`src/rtl/imm_operand_gen.sv`:
```
module imm_operand_gen #(
  parameter int INSN_W = 32,
  parameter int DATA_W = 64,
  parameter int SEL_W  = 4
) (
  input  logic [INSN_W-1:0] insn,
  input  logic [SEL_W-1:0]  sel,
  output logic [DATA_W-1:0] imm_data,
  output logic              imm_ok
);
  localparam int HALF_W = 16;
  localparam int WORD_W = 32;

  wire [HALF_W-1:0] half_f  = insn[15:0];
  wire [23:0]       long_f  = insn[25:2];
  wire [13:0]       disp_f  = insn[15:2];
  wire [4:0]        sh_lo   = insn[15:11];
  wire              sh_hi   = insn[1];
  wire [WORD_W-1:0] hi_word = {half_f, {HALF_W{1'b0}}};

  always_comb begin
    imm_data = '0;
    imm_ok   = 1'b1;
    case (sel)
      4'd3:    imm_data = {{(DATA_W-HALF_W){1'b0}}, half_f};
      4'd4:    imm_data = {{(DATA_W-HALF_W){half_f[HALF_W-1]}}, half_f};
      4'd5:    imm_data = {{(DATA_W-WORD_W){1'b0}}, hi_word};
      4'd6:    imm_data = {{(DATA_W-WORD_W){hi_word[WORD_W-1]}}, hi_word};
      4'd7:    imm_data = {{(DATA_W-26){1'b0}}, long_f, 2'b00};
      4'd8,
      4'd9:    imm_data = {{(DATA_W-16){1'b0}}, disp_f, 2'b00};
      4'd10:   imm_data = '1;
      4'd11:   imm_data = {{(DATA_W-6){1'b0}}, sh_hi, sh_lo};
      4'd12:   imm_data = {{(DATA_W-5){1'b0}}, sh_lo};
      default: imm_ok = 1'b0;
    endcase
  end
endmodule


```
`config.mk`:
```
export PLATFORM = sky130hd
export DESIGN_NAME = imm_operand_gen
export DESIGN_NICKNAME = d
export VERILOG_FILES = /design/src/rtl/imm_operand_gen.sv
export SDC_FILE = /design/constraint.sdc
export NUM_CORES = 1
export LEC_CHECK = 0
export ABC_AREA = 0
export BUFFER_PORTS_ARGS = -buffer_cell sky130_fd_sc_hd__buf_2
export CAP_MARGIN = 20
export CORE_MARGIN = 2
export CORE_UTILIZATION = 37
export DETAILED_ROUTE_END_ITERATION = 7
export PLACE_DENSITY_LB_ADDON = 0.08
export SLEW_MARGIN = 20
export SYNTH_ARGS = -nofsm -noshare
export SYNTH_HDL_FRONTEND = slang
export SYNTH_SLANG_ARGS = --single-unit
```
`constraint.sdc`:
```
create_clock -name vclk -period 3.1
set_clock_uncertainty 0.15 [all_clocks]
set_input_delay 0.155 -clock vclk [all_inputs]
set_output_delay 0.155 -clock vclk [all_outputs]
set_load 0.02 [all_outputs]
```
# Yosys cells after proc, flatten, opt, wreduce, memory -nomap -nowiden
# Index checks and enable logic that the tools add are counted.
# word_totals
regBits,0
inputBits,36
out_inout_bits,65
word_cells,14
# op_classes
eq_ne,10
n_mux,2
n_reduce_logical,2
# ops
op,n
one-hot mux 64 bit (9 select lines),1
"equality test 4 bit, second input constant",5
"equality test 4 x 3 -> 1 bit, second input constant",4
OR reduction 10 bit,1
"equality test 4 x 2 -> 1 bit, second input constant",1
OR reduction 2 bit,1
two-way mux 1 bit,1

# Logic depth before layout (Yosys ltp)
# Gate-level depths: netlist of run 1.
# logic_depth
ltp_word,3
mapped_depth,5
depth_no_buf,3

# Least setup slack after synthesis of run 1
# No wires, ideal clock.
# synth_path
path_kind,input -> output
from,in sel[3]
to,out imm_data[33]
t_arrival_ps,2470
t_required_ps,2795
path_slack_ps,325
stages,5
path_buffers,3
cell_sequence,buf_4 buf_2 nand3b_1 a21oi_1 buf_4
# synth_via
elab_chain_len,3
word_cells_on_any_way,12
cone_classes,eq/ne: 10; mux: 1; reduce/logical: 1
# synth_rtl
element,line,text
"start, declared",7,"input logic [SEL_W-1:0] sel,"
equality test 4 bit,24,case (sel)
OR reduction 2 bit,-,
one-hot mux 64 bit (9 select lines) *,24,
"end, declared",8,"output logic [DATA_W-1:0] imm_data,"
# Mark *: on every way between the ends. The rest lies on a longest branch, timed or not.

# Final worst setup path of run 1
# layout_path
from,in sel[0]
to,out imm_data[12]
# The elaborated chain is that of the path after synthesis.

==> metrics, run 1 <==
max_cap viols=0; CP Data Required Time=around 2.8 ns; Crit-path slowest cell=nor2b_1; period utilization=around two thirds; DPL Wire Length=2210 um; DR iter-0 viols=25; full die area=0.00306 mm2; Post-DRT Antenna Nets=0; routed vias=1146; Fmax=484 MHz; vias per cell=about 5.4; Pre-antenna DRT Iters=4; status=completed; leakage power=just over 0.7 nW; Cell Area, Synth=975 um2; FF/Latch Area=0 um2; die height=55.3 um; most frequent cells in the layout=buf_2, a21oi_1, o2bb2ai_1, a221o_1, a21o_1; Synth Instances=roughly 130; CP Cell Sequence=buf_2 > nor2b_1 > a21o_1 > o2bb2ai_1 > buf_2; # rows=18; Final Hold Viols=0; DP Cell Count=212; overall routed net length=3010 um; yosys warns=0; I/O Pins=101; total number of sequential cells=0; Pwr Total=0.241 mW; port buffer count=between 90 and 100; setup_tns=0 ns; share of post-route cells with drive strength above 1=about three fifths; Pins Over Slew Limit=0; first-pass GRT wire length=around 4700 um; Layout area overhead=22.3%; HP Class=input pin to output pin; commonest non-fill, non-tap cell in the layout=buf_2; Seq/Total Area, Yosys=0%; P per Cell Area=202 mW/mm2; net count after synthesis=164; Post-CTS Resized=0; Layout Cells excl Fill=212; CORE AREA=0.00248 mm2; Post-CTS Setup Inserts=0; Layout Nets=220; Setup-failing EPs final=0; CP Launch Type=input pin; overall routing resource usage=17.4%; FILL cells=252; n_diodes=0; Arr. time, crit path=1.76 ns; Worst path max stage delay=0.44 ns; worst vdd ir=between 0.00009 and 0.0001 V; RSZ-0062 raised after global routing=no; grt ovf=0; vias in the first global route=968; slew of the pin with the lowest slew margin=0.756 ns; # clk buffers=0; # hold bufs at CTS=0; largest net degree at the start of global routing=33; Critical Path End Type=output pin; gpl congestion=0.784; slew margin rel.=49.6%; WHS=0.502 ns; synthesized area per cell=~7.6 um2; most frequent cell on the critical path=buf_2; Initial Util=39.3%; initial antenna violation count=0; Cell variety after synth=31; WS Path Type=input pin to output pin; crit-path max FO=23; min Tclk post-route=slightly above 2 ns; DRC violations left=0; WL per Instance=roughly 14 um; Die X=55.3 um
[kinds of logic after synthesis]
kind of cell	count (synthesis)	share of synthesized area (%)
compound gates	57	45.3
simple gates	20	15.3
buf+inv	44	31.8
xor+xnor	1	0.899
mux	6	6.67
[critical path: cells and delay by family]
| kind | cells | cell delay, ns |
|---|---|---|
| compound gates | 2 | 0.59 |
| simple gates | 1 | 0.44 |
| buf+inv | 2 | 0.56 |
[synthesized netlist by cell type, drive strengths merged (3+ instances only)]
library cell  count  share of area (%)
nand2             4                1.5
a21oi            16                8.6
nor2b             3                1.9
o2bb2ai          10                9.0
a221o            10                 10
buf              41                 31
o221ai            4                4.2
nor2              3                2.2
nand2b            3                2.2
a22oi             5                3.9
a21o              8                6.2
mux2              4                4.6
[layout make-up]
cell class	count	area, um2	share of cell area, %
Multi-Input combinational cell	84	664	55.7
Timing Repair Buffer	96	483	40.5
Tap cell	30	37.5	3.15
Inverter	2	7.51	0.630
[metal layers]
metal / GRT usage [%] / share of wire (%) / wire (um)
met5: 0 / 0 / 0
met4: 2.44 / 0.67 / 20
met3: 1.41 / 5.6 / 167
met2: 29.3 / 48 / 1430
met1: 24.5 / 46 / 1390
[stage by stage]
stage	instance area [um2]	utilization (%)	worst slack, ns
6_report	1190	48.1	1.04
5_1_grt	1190	48.1	0.895
4_1_cts	1190	48.1	1.06
3_5_place_dp	1190	48.1	1.06
3_3_place_gp	1190	48.1	1.08
2_1_floorplan	975	-	0.325
[final timing paths]
| path | start | endpoint | slack [ns] | cells after the start |
|---|---|---|---|---|
| max | sel[0] | imm_data[12] | 1.04 | 5 |
| min | insn[25] | imm_data[25] | 0.50 | 3 |
[report_power, final]
part           total (mW)  leakage [nW]  internal, mW  switching (mW)
Sequential              0             0             0               0
Combinational       0.241         0.717        0.0889           0.152
Clock                   0             0             0               0
Total               0.241         0.717        0.0889           0.152
No activity file was read; power rests on OpenSTA's default activity.
==> run 2, diff against run 1 <==
- clock period: 3.1 -> 2.04 ns (I/O delays scaled with it)
==> run 2 against run 1 <==
Combinational power up 54%. Die area unchanged. Clock-buffer cell count is the same. Final area rose by 2.8%. Global-route usage is 0.34 points higher. First-iteration DRC count grew 92%. Utilization increased by 1.4 points. Non-clock buffer count is 4 higher. Final cell count grew 1.9%. Critical path type unchanged. Largest cell class unchanged. Highest routed layer is now met3.
==> metrics, run 2 (synthesis gave the netlist of run 1 again) <==
status=completed (unchanged); Net Sw Frac=62.3% (was 63.1%); I/O Pins=101 (unchanged); most frequent cell on the critical path=buf_2 (unchanged); CORE AREA=0.00248 mm2 (unchanged); wire length on met3=235 um (was 167 um); Sw Pwr=0.231 mW (was 0.152 mW); CP Cell Sequence=buf_2 > nand2b_2 > nor2_2 > a221o_1 > buf_2 (was buf_2 > nor2b_1 > a21o_1 > o2bb2ai_1 > buf_2); # clk buffers=0 (unchanged); Critical Path End Type=output pin (unchanged); grt ovf=0 (unchanged); routed vias=1163 (was 1146); # rows=18 (unchanged); port buffer count=95 (unchanged); combinational share of power=100.0% (about the same); CP Launch Type=input pin (unchanged); worst vdd ir=0.000151 V (was 0.0000999 V); DR iter-0 viols=48 (was 25); Layout Nets=224 (was 220); Clock power frac=0% (about the same); wire length on met1=1320 um (was 1390 um); full die area=0.00306 mm2 (unchanged); Pins Over Slew Limit=0 (unchanged); Die X=55.3 um (unchanged); pre-CTS setup slack=0.271 ns (was 1.06 ns); DPL Wire Length=2240 um (was 2210 um); met2 wire len=1410 um (was 1430 um); sequential power share=0% (about the same); overall routing resource usage=17.7% (was 17.4%); Final Hold Viols=0 (unchanged); Layout area overhead=25.8% (was 22.3%); initial antenna violation count=0 (unchanged); post-layout util=49.5% (was 48.1%); vias per cell=5.38 (was 5.41); placed instance area=0.00123 mm2 (was 0.00119 mm2); largest net degree at the start of global routing=33 (unchanged); Crit-path slowest cell=nor2_2 (was nor2b_1); WHS=0.394 ns (was 0.502 ns); Pwr Total=0.371 mW (was 0.241 mW); Initial Util=39.3% (unchanged); crit-path max FO=19 (was 23); Setup-failing EPs final=0 (unchanged); die height=55.3 um (unchanged); gpl congestion=0.829 (was 0.784); Post-CTS Setup Inserts=0 (unchanged); P per Cell Area=302 mW/mm2 (was 202 mW/mm2); DP Cell Count=216 (was 212); slew of the pin with the lowest slew margin=0.629 ns (was 0.756 ns); CP Data Required Time=1.79 ns (was 2.79 ns); HP Class=input pin to output pin (unchanged); Pre-antenna DRT Iters=4 (unchanged); Worst Setup SP=sel[3] (was sel[0]); DRC violations left=0 (unchanged); most frequent cells in the layout=buf_2, a21oi_1, o2bb2ai_1, a221o_1, a21o_1 (unchanged); n_diodes=0 (unchanged); WP buf/inv=2 (unchanged); commonest non-fill, non-tap cell in the layout=buf_2 (unchanged); Post-CTS Resized=0 (unchanged); first-pass GRT wire length=4710 um (was 4660 um); # hold bufs at CTS=0 (unchanged); delay-heaviest family, CP=simple AND/OR/NAND/NOR gates (was compound AO/OA/AOI/OAI gates); WS Path Type=input pin to output pin (unchanged); Levels on crit path=5 (unchanged); vias in the first global route=959 (was 968); Fmax=564 MHz; Worst path max stage delay=0.52 ns (was 0.44 ns); final worst slack=0.268 ns (was 1.04 ns); setup_tns=0 ns (unchanged); WL per Instance=13.7 um (was 14.2 um); uppermost routed layer=met3 (was met4); slew margin rel.=58.0% (was 49.6%); Arr. time, crit path=1.52 ns (was 1.76 ns); min Tclk post-route=between 1.5 and 2 ns; overall routed net length=2970 um (was 3010 um); Final Cell Area=0.00123 mm2 (was 0.00119 mm2); FF/Latch Area=0 um2 (unchanged); period utilization=between 80% and 90%; Layout Cells excl Fill=216 (was 212); Critical Path End=imm_data[21] (was imm_data[12]); leakage power=0.737 nW (was 0.717 nW); share of post-route cells with drive strength above 1=59.7% (was 58.2%); total number of sequential cells=0 (unchanged); Pint=0.140 mW (was 0.0889 mW); RSZ-0062 raised after global routing=no (unchanged); Post-DRT Antenna Nets=0 (unchanged); max_cap viols=0 (unchanged)
-- run 2: changes by cell type in the layout (fill, tap and decap cells not counted), sizes merged --
| cell | before | now |
|---|---|---|
| buf | 96 | 100 |
-- run 2: worst min-delay path by stage --
stage,end,cells past startpoint,slack (ns),from
6_report,imm_data[23],3,0.39,insn[23]
5_1_grt,imm_data[18],3,0.40,insn[18]
4_1_cts,imm_data[23],3,0.40,insn[23]
3_5_place_dp,imm_data[23],3,0.40,insn[23]
3_3_place_gp,imm_data[26],3,0.40,insn[10]
2_1_floorplan,imm_data[5],2,0.20,insn[5]
-- run 2: routing by layer --
layer / track usage [%] / vias up
li1: - / 580
met1: 24.8 / 533
met2: 30.4 / 50
met3: 1.64 / 0
met4: 1.39 / 0
met5: 0 / -
-- run 2: layout make-up --
type	count	area (um2)
tap	30	37.5
timing repair buffer	100	513
inverter	2	7.51
fill	263	1250
multi-input combinational	84	668
-- run 2: power groups by stage --
stage               sequential [mW]  clock [mW]  combinational, mW
floorplan                         0           0              0.283
global placement                  0           0              0.368
detailed placement                0           0              0.372
CTS                               0           0              0.373
global route                      0           0              0.399
finish                            0           0              0.371
